## src/rtl/kw_pkg.sv

```systemverilog
package kw_pkg;

    localparam logic [7:0] KEY_ARM   = 8'h55;
    localparam logic [7:0] KEY_CLEAR = 8'hAA;

    localparam int RATE_SEL_W = 2;
    localparam int RATE_CNT_W = 2 * ((1 << RATE_SEL_W) - 1) + 1;

    typedef logic [RATE_SEL_W-1:0] rate_sel_t;
    typedef logic [RATE_CNT_W-1:0] rate_cnt_t;

    typedef enum logic {
        KEY_IDLE  = 1'b0,
        KEY_ARMED = 1'b1
    } key_state_e;

    typedef struct packed {
        logic       wr;
        logic [7:0] data;
    } svc_write_t;

    typedef struct packed {
        rate_cnt_t count;
        rate_cnt_t term;
    } rate_state_t;

    // Interval length in base periods: 4 to the power of the select.
    function automatic rate_cnt_t rate_terminal(input rate_sel_t sel);
        return rate_cnt_t'(1) << (2 * sel);
    endfunction

endpackage

```

## src/rtl/kw_prescaler.sv

```systemverilog
module kw_prescaler #(
    parameter int BASE_DIV = 32768
) (
    input  logic clk,
    input  logic rst,
    output logic tick
);
    localparam int W = (BASE_DIV > 2) ? $clog2(BASE_DIV) : 1;
    localparam logic [W-1:0] LAST = W'(BASE_DIV - 1);

    logic [W-1:0] div_q;

    assign tick = (div_q == LAST);

    always_ff @(posedge clk) begin
        if (rst) begin
            div_q <= '0;
        end else if (tick) begin
            div_q <= '0;
        end else begin
            div_q <= div_q + W'(1);
        end
    end

endmodule

```

## src/rtl/kw_key_seq.sv

```systemverilog
module kw_key_seq
    import kw_pkg::*;
(
    input  logic       clk,
    input  logic       rst,
    input  logic       en,
    input  svc_write_t svc,
    output logic       armed,
    output logic       clear
);
    key_state_e state_q, state_d;

    assign armed = (state_q == KEY_ARMED);

    always_comb begin
        state_d = state_q;
        clear   = 1'b0;
        if (!en) begin
            state_d = KEY_IDLE;
        end else if (svc.wr) begin
            if (svc.data == KEY_ARM) begin
                state_d = KEY_ARMED;
            end else if (svc.data == KEY_CLEAR && state_q == KEY_ARMED) begin
                clear   = 1'b1;
                state_d = KEY_IDLE;
            end
        end
    end

    always_ff @(posedge clk) begin
        if (rst) begin
            state_q <= KEY_IDLE;
        end else begin
            state_q <= state_d;
        end
    end

endmodule

```

## src/rtl/kw_rate_stage.sv

```systemverilog
module kw_rate_stage
    import kw_pkg::*;
(
    input  logic      clk,
    input  logic      rst,
    input  logic      en,
    input  logic      tick,
    input  logic      clear,
    input  rate_sel_t rate_sel,
    output logic      timeout,
    output rate_cnt_t count,
    output rate_cnt_t term
);
    rate_state_t st_q, st_d;
    logic        fire;

    assign count = st_q.count;
    assign term  = st_q.term;

    always_comb begin
        st_d = st_q;
        fire = 1'b0;
        if (!en) begin
            st_d.count = '0;
            st_d.term  = rate_terminal(rate_sel);
        end else if (clear) begin
            st_d.count = '0;
            st_d.term  = rate_terminal(rate_sel);
        end else if (tick) begin
            if (st_q.count == st_q.term) begin
                fire       = 1'b1;
                st_d.count = '0;
                st_d.term  = rate_terminal(rate_sel);
            end else begin
                st_d.count = st_q.count + rate_cnt_t'(1);
            end
        end
    end

    always_ff @(posedge clk) begin
        if (rst) begin
            st_q.count <= '0;
            st_q.term  <= rate_terminal(rate_sel);
            timeout    <= 1'b0;
        end else begin
            st_q    <= st_d;
            timeout <= fire;
        end
    end

endmodule

```

## src/rtl/keyed_watchdog.sv

```systemverilog
module keyed_watchdog
    import kw_pkg::*;
#(
    parameter int BASE_DIV = 32768
) (
    input  logic       clk,
    input  logic       rst,
    input  logic       wd_en,
    input  logic [1:0] rate_sel,
    input  logic       svc_wr,
    input  logic [7:0] svc_data,
    output logic       rst_req
);
    logic       base_tick;
    logic       key_armed;
    logic       key_clear;
    svc_write_t svc;
    rate_cnt_t  rate_count;
    rate_cnt_t  rate_term;

    assign svc.wr   = svc_wr;
    assign svc.data = svc_data;

    kw_prescaler #(
        .BASE_DIV(BASE_DIV)
    ) u_pre (
        .clk (clk),
        .rst (rst),
        .tick(base_tick)
    );

    kw_key_seq u_key (
        .clk  (clk),
        .rst  (rst),
        .en   (wd_en),
        .svc  (svc),
        .armed(key_armed),
        .clear(key_clear)
    );

    kw_rate_stage u_rate (
        .clk     (clk),
        .rst     (rst),
        .en      (wd_en),
        .tick    (base_tick),
        .clear   (key_clear),
        .rate_sel(rate_sel_t'(rate_sel)),
        .timeout (rst_req),
        .count   (rate_count),
        .term    (rate_term)
    );

endmodule

```

## config.mk

```make
export PLATFORM = sky130hd
export DESIGN_NAME = keyed_watchdog
export DESIGN_NICKNAME = d
export VERILOG_FILES = /design/src/rtl/kw_pkg.sv /design/src/rtl/kw_prescaler.sv /design/src/rtl/kw_key_seq.sv /design/src/rtl/kw_rate_stage.sv /design/src/rtl/keyed_watchdog.sv
export SDC_FILE = /design/constraint.sdc
export NUM_CORES = 1
export LEC_CHECK = 0
export BUFFER_PORTS_ARGS = -buffer_cell sky130_fd_sc_hd__buf_4
export CORE_ASPECT_RATIO = 1.5
export CORE_UTILIZATION = 45
export CTS_CLUSTER_SIZE = 24
export DETAILED_ROUTE_END_ITERATION = 10
export PLACE_DENSITY = 0.72
export SYNTH_ARGS = -nofsm -noshare
export SYNTH_HDL_FRONTEND = slang
export SYNTH_SLANG_ARGS = --single-unit
```

## constraint.sdc

```tcl
create_clock -name clk -period 4.4 [get_ports clk]
set_input_delay 0.22 -clock clk [delete_from_list [all_inputs] [get_ports clk]]
set_output_delay 0.22 -clock clk [all_outputs]
set_load 0.005 [all_outputs]
```

# Word level (Yosys, flattened, before mapping)
# Cells that the tools add are included.
# Widths: inputs -> output; s select.
[word_totals] elab_cells=37 input_bits=14 output_inout_bits=1 register_bits=31
[classes] n_mux=13 bitwise=2 n_shift=1 n_addsub=2 eq_ne=6 n_reduce_logical=8
[op_table] operator="$mux 7" count=6
[op_table] operator="$add 15x1->15 const B" count=1
[op_table] operator="$eq 15x15->1 const B" count=1
[op_table] operator="$eq 8x7->1 const B" count=1
[op_table] operator="$eq 8x8->1 const B" count=1
[op_table] operator="$ne 4x2->1 const B" count=2
[op_table] operator="$add 7x1->7 const B" count=1
[op_table] operator="$eq 7x7->1" count=1
[op_table] operator="$mux 1" count=7
[op_table] operator="$shl 1x3->7 const A" count=1
[op_table] operator="$reduce_and 2->1" count=2
[op_table] operator="$reduce_or 2->1" count=2
[op_table] operator="$reduce_or 4->1" count=1
[op_table] operator="$reduce_or 3->1" count=1
[op_table] operator="$not 1->1" count=2
[op_table] operator="$reduce_bool 2->1" count=1
[op_table] operator="$logic_and 1x1->1" count=1

# Depth between registers and ports, before layout
[logic_depth] ltp_word=9 depth_mapped=7

# Modules after synthesis
# From an unflattened synthesis, not the netlist that was laid out.
[unflattened] cells_unflattened=140 area_unflattened_um2=1388.8
[by_module_without_submodules] mod="kw_prescaler" cells_each=70 area_each_um2=650.6 instances=1
[by_module_without_submodules] mod="kw_rate_stage" cells_each=60 area_each_um2=641.9 instances=1
[by_module_without_submodules] mod="kw_key_seq" cells_each=10 area_each_um2=96.3 instances=1

# Worst setup path before layout
# Ideal clock, no wire load.
[synth_timing] path_type="reg2reg" start="register u_pre.div_q[5]" end="register u_rate.term[0] (netlist name)" path_slack_ps=2782 setup_time_ps=296 stages_incl_launch_ff=5 t_arrival_ps=1322 n_path_buf=1 required_time_ps=4104 cell_sequence="dfxtp_1 nand4_1 nor4_2 a41o_1 buf_6"
[synth_via] elab_chain_len=3
[synth_lines] element="start, declared" line_no="kw_prescaler.sv:11" text="logic [W-1:0] div_q;"
[synth_lines] element="start signal, assigned" line_no="kw_prescaler.sv:21" text="div_q <= div_q + W'(1);"
[synth_lines] element="$eq 15x15->1" line_no="kw_prescaler.sv:13" text="assign tick = (div_q == LAST);"
[synth_lines] element="$ne 4x2->1 (no source line)"
[synth_lines] element="$reduce_and 2->1 (no source line)"
# Every way passes these cells.
# A chain may end at the register's enable or synchronous reset.

# Final worst setup path
[layout_timing] start="register u_pre.div_q[5]" end="register u_rate.term[2] (netlist name)"
[layout_via] elab_chain_len=3
[layout_lines] element="$eq 15x15->1" line_no="kw_prescaler.sv:13"
[layout_lines] element="$ne 4x2->1 (no source line)"
[layout_lines] element="$reduce_and 2->1 (no source line)"
# Every way passes these cells.

==> tab_implementation.tex <==
\begin{tabular}{lr}
\hline
Metric & Value \\
\hline
\multicolumn{2}{l}{\textbf{Clock tree}} \\
\quad Quantity of gates resized following cts & 0 \\
\quad Clk root buf & clkbuf\_8 \\
\quad Number of post-CTS setup repair buffers & 0 \\
\quad H-tree lvl count & 1 \\
\quad TritonCTS clock tree & yes \\
\quad Maximum buffer depth of the clock tree & 2 \\
\quad Hold buffers post-CTS & 0 \\
\quad Clock latency on the worst-skew pair & 0.27 ns \\
\quad Clock net sink count & 28 \\
\quad Clock input transition at the sequential cells of the worst setup and hold paths & 0.09 ns \\
\quad Number of buffers added by the clock tree synthesis step & 3 \\
\multicolumn{2}{l}{\textbf{Critical path}} \\
\quad Launch instance of the worst register-to-register path & u\_pre.div\_q[5]\$\_SDFF\_PP0\_ \\
\quad Data required time at the worst endpoint & 4.34 ns \\
\quad Total stage count of the critical path & 3 \\
\quad Terminus of the critical flop-to-flop path & u\_rate.term[2]\$\_SDFFCE\_PP0P\_ \\
\quad Max FO, Critical Path & 11 \\
\quad Register-to-Register Path Depth & 3 \\
\quad Crit Path Class & reg -> reg \\
\quad Largest delay share family, worst path & simple AND/OR/NAND/NOR gates \\
\quad Cell type of the slowest stage on the worst timing path & a41o\_1 \\
\quad Signal arrival time at the worst endpoint & 1.94 ns \\
\quad Type of element capturing the critical path & register \\
\quad Buffering stage count on the worst path with inverters included & 0 \\
\quad Capturing element of the worst setup path & u\_rate.term[2]\$\_SDFFCE\_PP0P\_ \\
\quad Slack of the worst reg-to-reg path & 2.39 ns \\
\quad Worst setup startpoint & u\_pre.div\_q[5]\$\_SDFF\_PP0\_ \\
\quad Largest stage delay on the critical path & 0.50 ns \\
\quad Worst Setup Start Kind & register \\
\quad Worst path cell trace & nand4\_1 > nor4\_2 > a41o\_1 \\
\multicolumn{2}{l}{\textbf{STA}} \\
\quad Final hold viol count & 0 \\
\quad Minimum period implied by the final worst setup slack & 2.01 ns \\
\quad Final setup violation count & 0 \\
\quad Total Negative Setup Slacks & 0 ns \\
\quad Worst-case headroom to the max-slew limit & 69.7\% \\
\quad Final worst setup slack & 2.39 ns \\
\quad Hold Slack & 0.131 ns \\
\quad Worst Clk Skew & 0.00331 ns \\
\quad Highest attainable clock frequency & 0.498 GHz \\
\quad Transition time of the tightest slew-check pin & 0.450 ns \\
\quad RSZ-0062 raised after global routing & no \\
\quad Final period utilization & 45.6\% \\
\quad Count of final max-slew check failures & 0 \\
\multicolumn{2}{l}{\textbf{Synth}} \\
\quad Dominant synthesized flop cell & dfxtp\_1 \\
\quad Register bit total from synthesis & 28 \\
\quad Fraction of the yosys area taken by sequential cells & 45.5\% \\
\quad Fraction of synthesized cell area taken by the top area cell type & 36.4\% \\
\quad Number of cells produced by synthesis & 138 \\
\quad Main area contributors after synthesis & dfxtp\_1 (36\%), edfxtp\_1 (9.1\%), xor2\_1 (6.6\%), nor2\_1 (4.8\%), xnor2\_1 (4.0\%) \\
\quad Synthesized net count & 154 \\
\quad Count of flip-flops with a built-in enable after synthesis & 4 \\
\quad Cell area after synthesis & 1320 sq um \\
\quad Synth Warn \# & 0 \\
\quad Mean post-synth cell area & 9.57 sq um \\
\quad Distinct cell type count of the synthesized netlist & 37 \\
\quad Synth area leader & dfxtp\_1 \\
\quad Proportion of synthesized flip-flops having asynchronous set or reset & 0\% \\
\multicolumn{2}{l}{\textbf{Placement}} \\
\quad Worst-case setup slack after placement & 2.39 ns \\
\quad Final GP Congestion & 0.800 \\
\quad IO buf count & 14 \\
\quad Cell Area, Placed & 1440 sq um \\
\quad Detailed placer's ending HPWL & 2000 um \\
\quad Inst Count DP & 186 \\
\multicolumn{2}{l}{\textbf{Detailed routing}} \\
\quad Via density per instance & 5.45 \\
\quad Drt first pass iters & 4 \\
\quad DRC Markers & 0 \\
\quad Wirelength per Cell & 13.7 um \\
\quad Antenna Nets Post-Route & 0 \\
\quad Initial DRC Count & 19 \\
\quad Total Routed Length & 2600 um \\
\quad Vias post-DR & 1035 \\
\multicolumn{2}{l}{\textbf{Finish}} \\
\quad Commonest cells after routing, fill and taps aside & dfxtp\_1 (24), nor2\_1 (17), buf\_4 (14), xor2\_1 (10) \\
\quad Net count reported at finish & 170 \\
\quad Area Growth Syn to Fin & 12.8\% \\
\quad Final non-filler cell area & 1490 sq um \\
\quad Most frequent standard cell in the layout excluding fill and tap cells & dfxtp\_1 \\
\quad Non-filler instance count after layout & 190 \\
\quad Antenna diode count & 0 \\
\quad Layout Utilization & 54.5\% \\
\quad Fraction of final layout cells with drive strength greater than 1 & 16.3\% \\
\multicolumn{2}{l}{\textbf{Die}} \\
\quad Placeable core region & 2730 sq um \\
\quad Vertical extent of the die & 68.3 um \\
\quad Die outline width & 46.2 um \\
\quad Row cnt & 23 \\
\quad Die ar. & 3160 sq um \\
\quad Initial Utilization & 48.3\% \\
\quad Top-Level Pins & 15 \\
\multicolumn{2}{l}{\textbf{Power}} \\
\quad Sum of internal, switching and leakage power & 435 uW \\
\quad Peak ir drop on the vdd network & 0.000200 V \\
\quad Static Leakage & 0.543 nW \\
\quad Power density relative to cell area & 292 nW/um\^{}2 \\
\multicolumn{2}{l}{\textbf{Global routing}} \\
\quad Wire length of the first global-routing pass & 4160 um \\
\quad Maximum number of pins on one net before global-route repair & 16 \\
\quad Number of global-route vias before repair & 1018 \\
\quad Number of antenna violations at the first check in global routing & 0 \\
\quad Sum of overflow across all layers after global routing & 0 \\
\quad Aggregate global-route resource usage & 18.4\% \\
\multicolumn{2}{l}{\textbf{Min path}} \\
\quad Worst hold path type & in -> reg \\
\quad Hold path startpoint & rst \\
\multicolumn{2}{l}{\textbf{Run}} \\
\quad Max cap viols & 0 \\
\multicolumn{2}{l}{\textbf{Outcome}} \\
\quad Status & complete, no violations \\
\hline
\end{tabular}
## area by class of cell
| type | instances | area (sq um) |
|---|---|---|
| fill | 253 | 1240 |
| multi-input combinational | 104 | 681 |
| sequential | 28 | 601 |
| timing repair buffer | 14 | 105 |
| tap | 37 | 46.3 |
| clock buffer | 4 | 45.0 |
| inverter | 3 | 11.3 |
## sequential cells by signal, summed over array words and instances (netlist names)
name,flops
u_pre.div_q,15
u_rate.term,4
u_rate.count,7
u_key.armed,1
u_rate.timeout,1
## power breakdown
part / leakage, nW / switching (mW) / internal (mW)
clock: 0.0228 / 0.0745 / 0.0649
sequential: 0.236 / 0.00353 / 0.265
combinational: 0.284 / 0.0126 / 0.0144
## cell families (layout without fill, tap and decap cells)
group / Yosys count / in the layout / synth area share, %
flip-flops: 28 / 28 / 45.5
AO/OA/AOI/OAI: 18 / 18 / 8.82
AND/OR/NAND/NOR: 68 / 68 / 30.2
XOR/XNOR: 16 / 16 / 10.6
adder cells (fa/ha/maj): 2 / 2 / 1.90
buffers and inverters: 6 / 21 / 2.94
## routing by layer
metal	wire (um)	vias up	GRT usage, %
li1	-	526	-
met1	1030	496	18.4
met2	1490	8	36.3
met3	33	5	2.37
met4	44	0	6.62
met5	0	-	0
## synth_stat cells (3+ instances only)
cell and number:
a21oi_1 7, dfxtp_1 24, edfxtp_1 4, inv_1 3
nand2_1 8, nand3_1 8, nand4_1 6, nor2_1 17
nor3_1 3, o21ai_0 6, or3_1 5, xnor2_1 6
xor2_1 10
## worst reg2reg max path, cell delays in order, from the launching register on
cell,delay [ns]
dfxtp_1,0.43
nand4_1,0.26
nor4_2,0.49
a41o_1,0.50
## worst min-delay path by stage
stage	endpoint	slack [ns]	depth (start not counted)
after floorplan	u_pre.div_q[10]$_SDFF_PP0_	0.29	1
after global placement	u_pre.div_q[14]$_SDFF_PP0_	0.42	2
after detailed placement	u_pre.div_q[14]$_SDFF_PP0_	0.43	2
after CTS	u_pre.div_q[14]$_SDFF_PP0_	0.13	2
after global routing	u_pre.div_q[14]$_SDFF_PP0_	0.13	2
final	u_pre.div_q[14]$_SDFF_PP0_	0.13	2
Power figures use the tool's default switching activity.
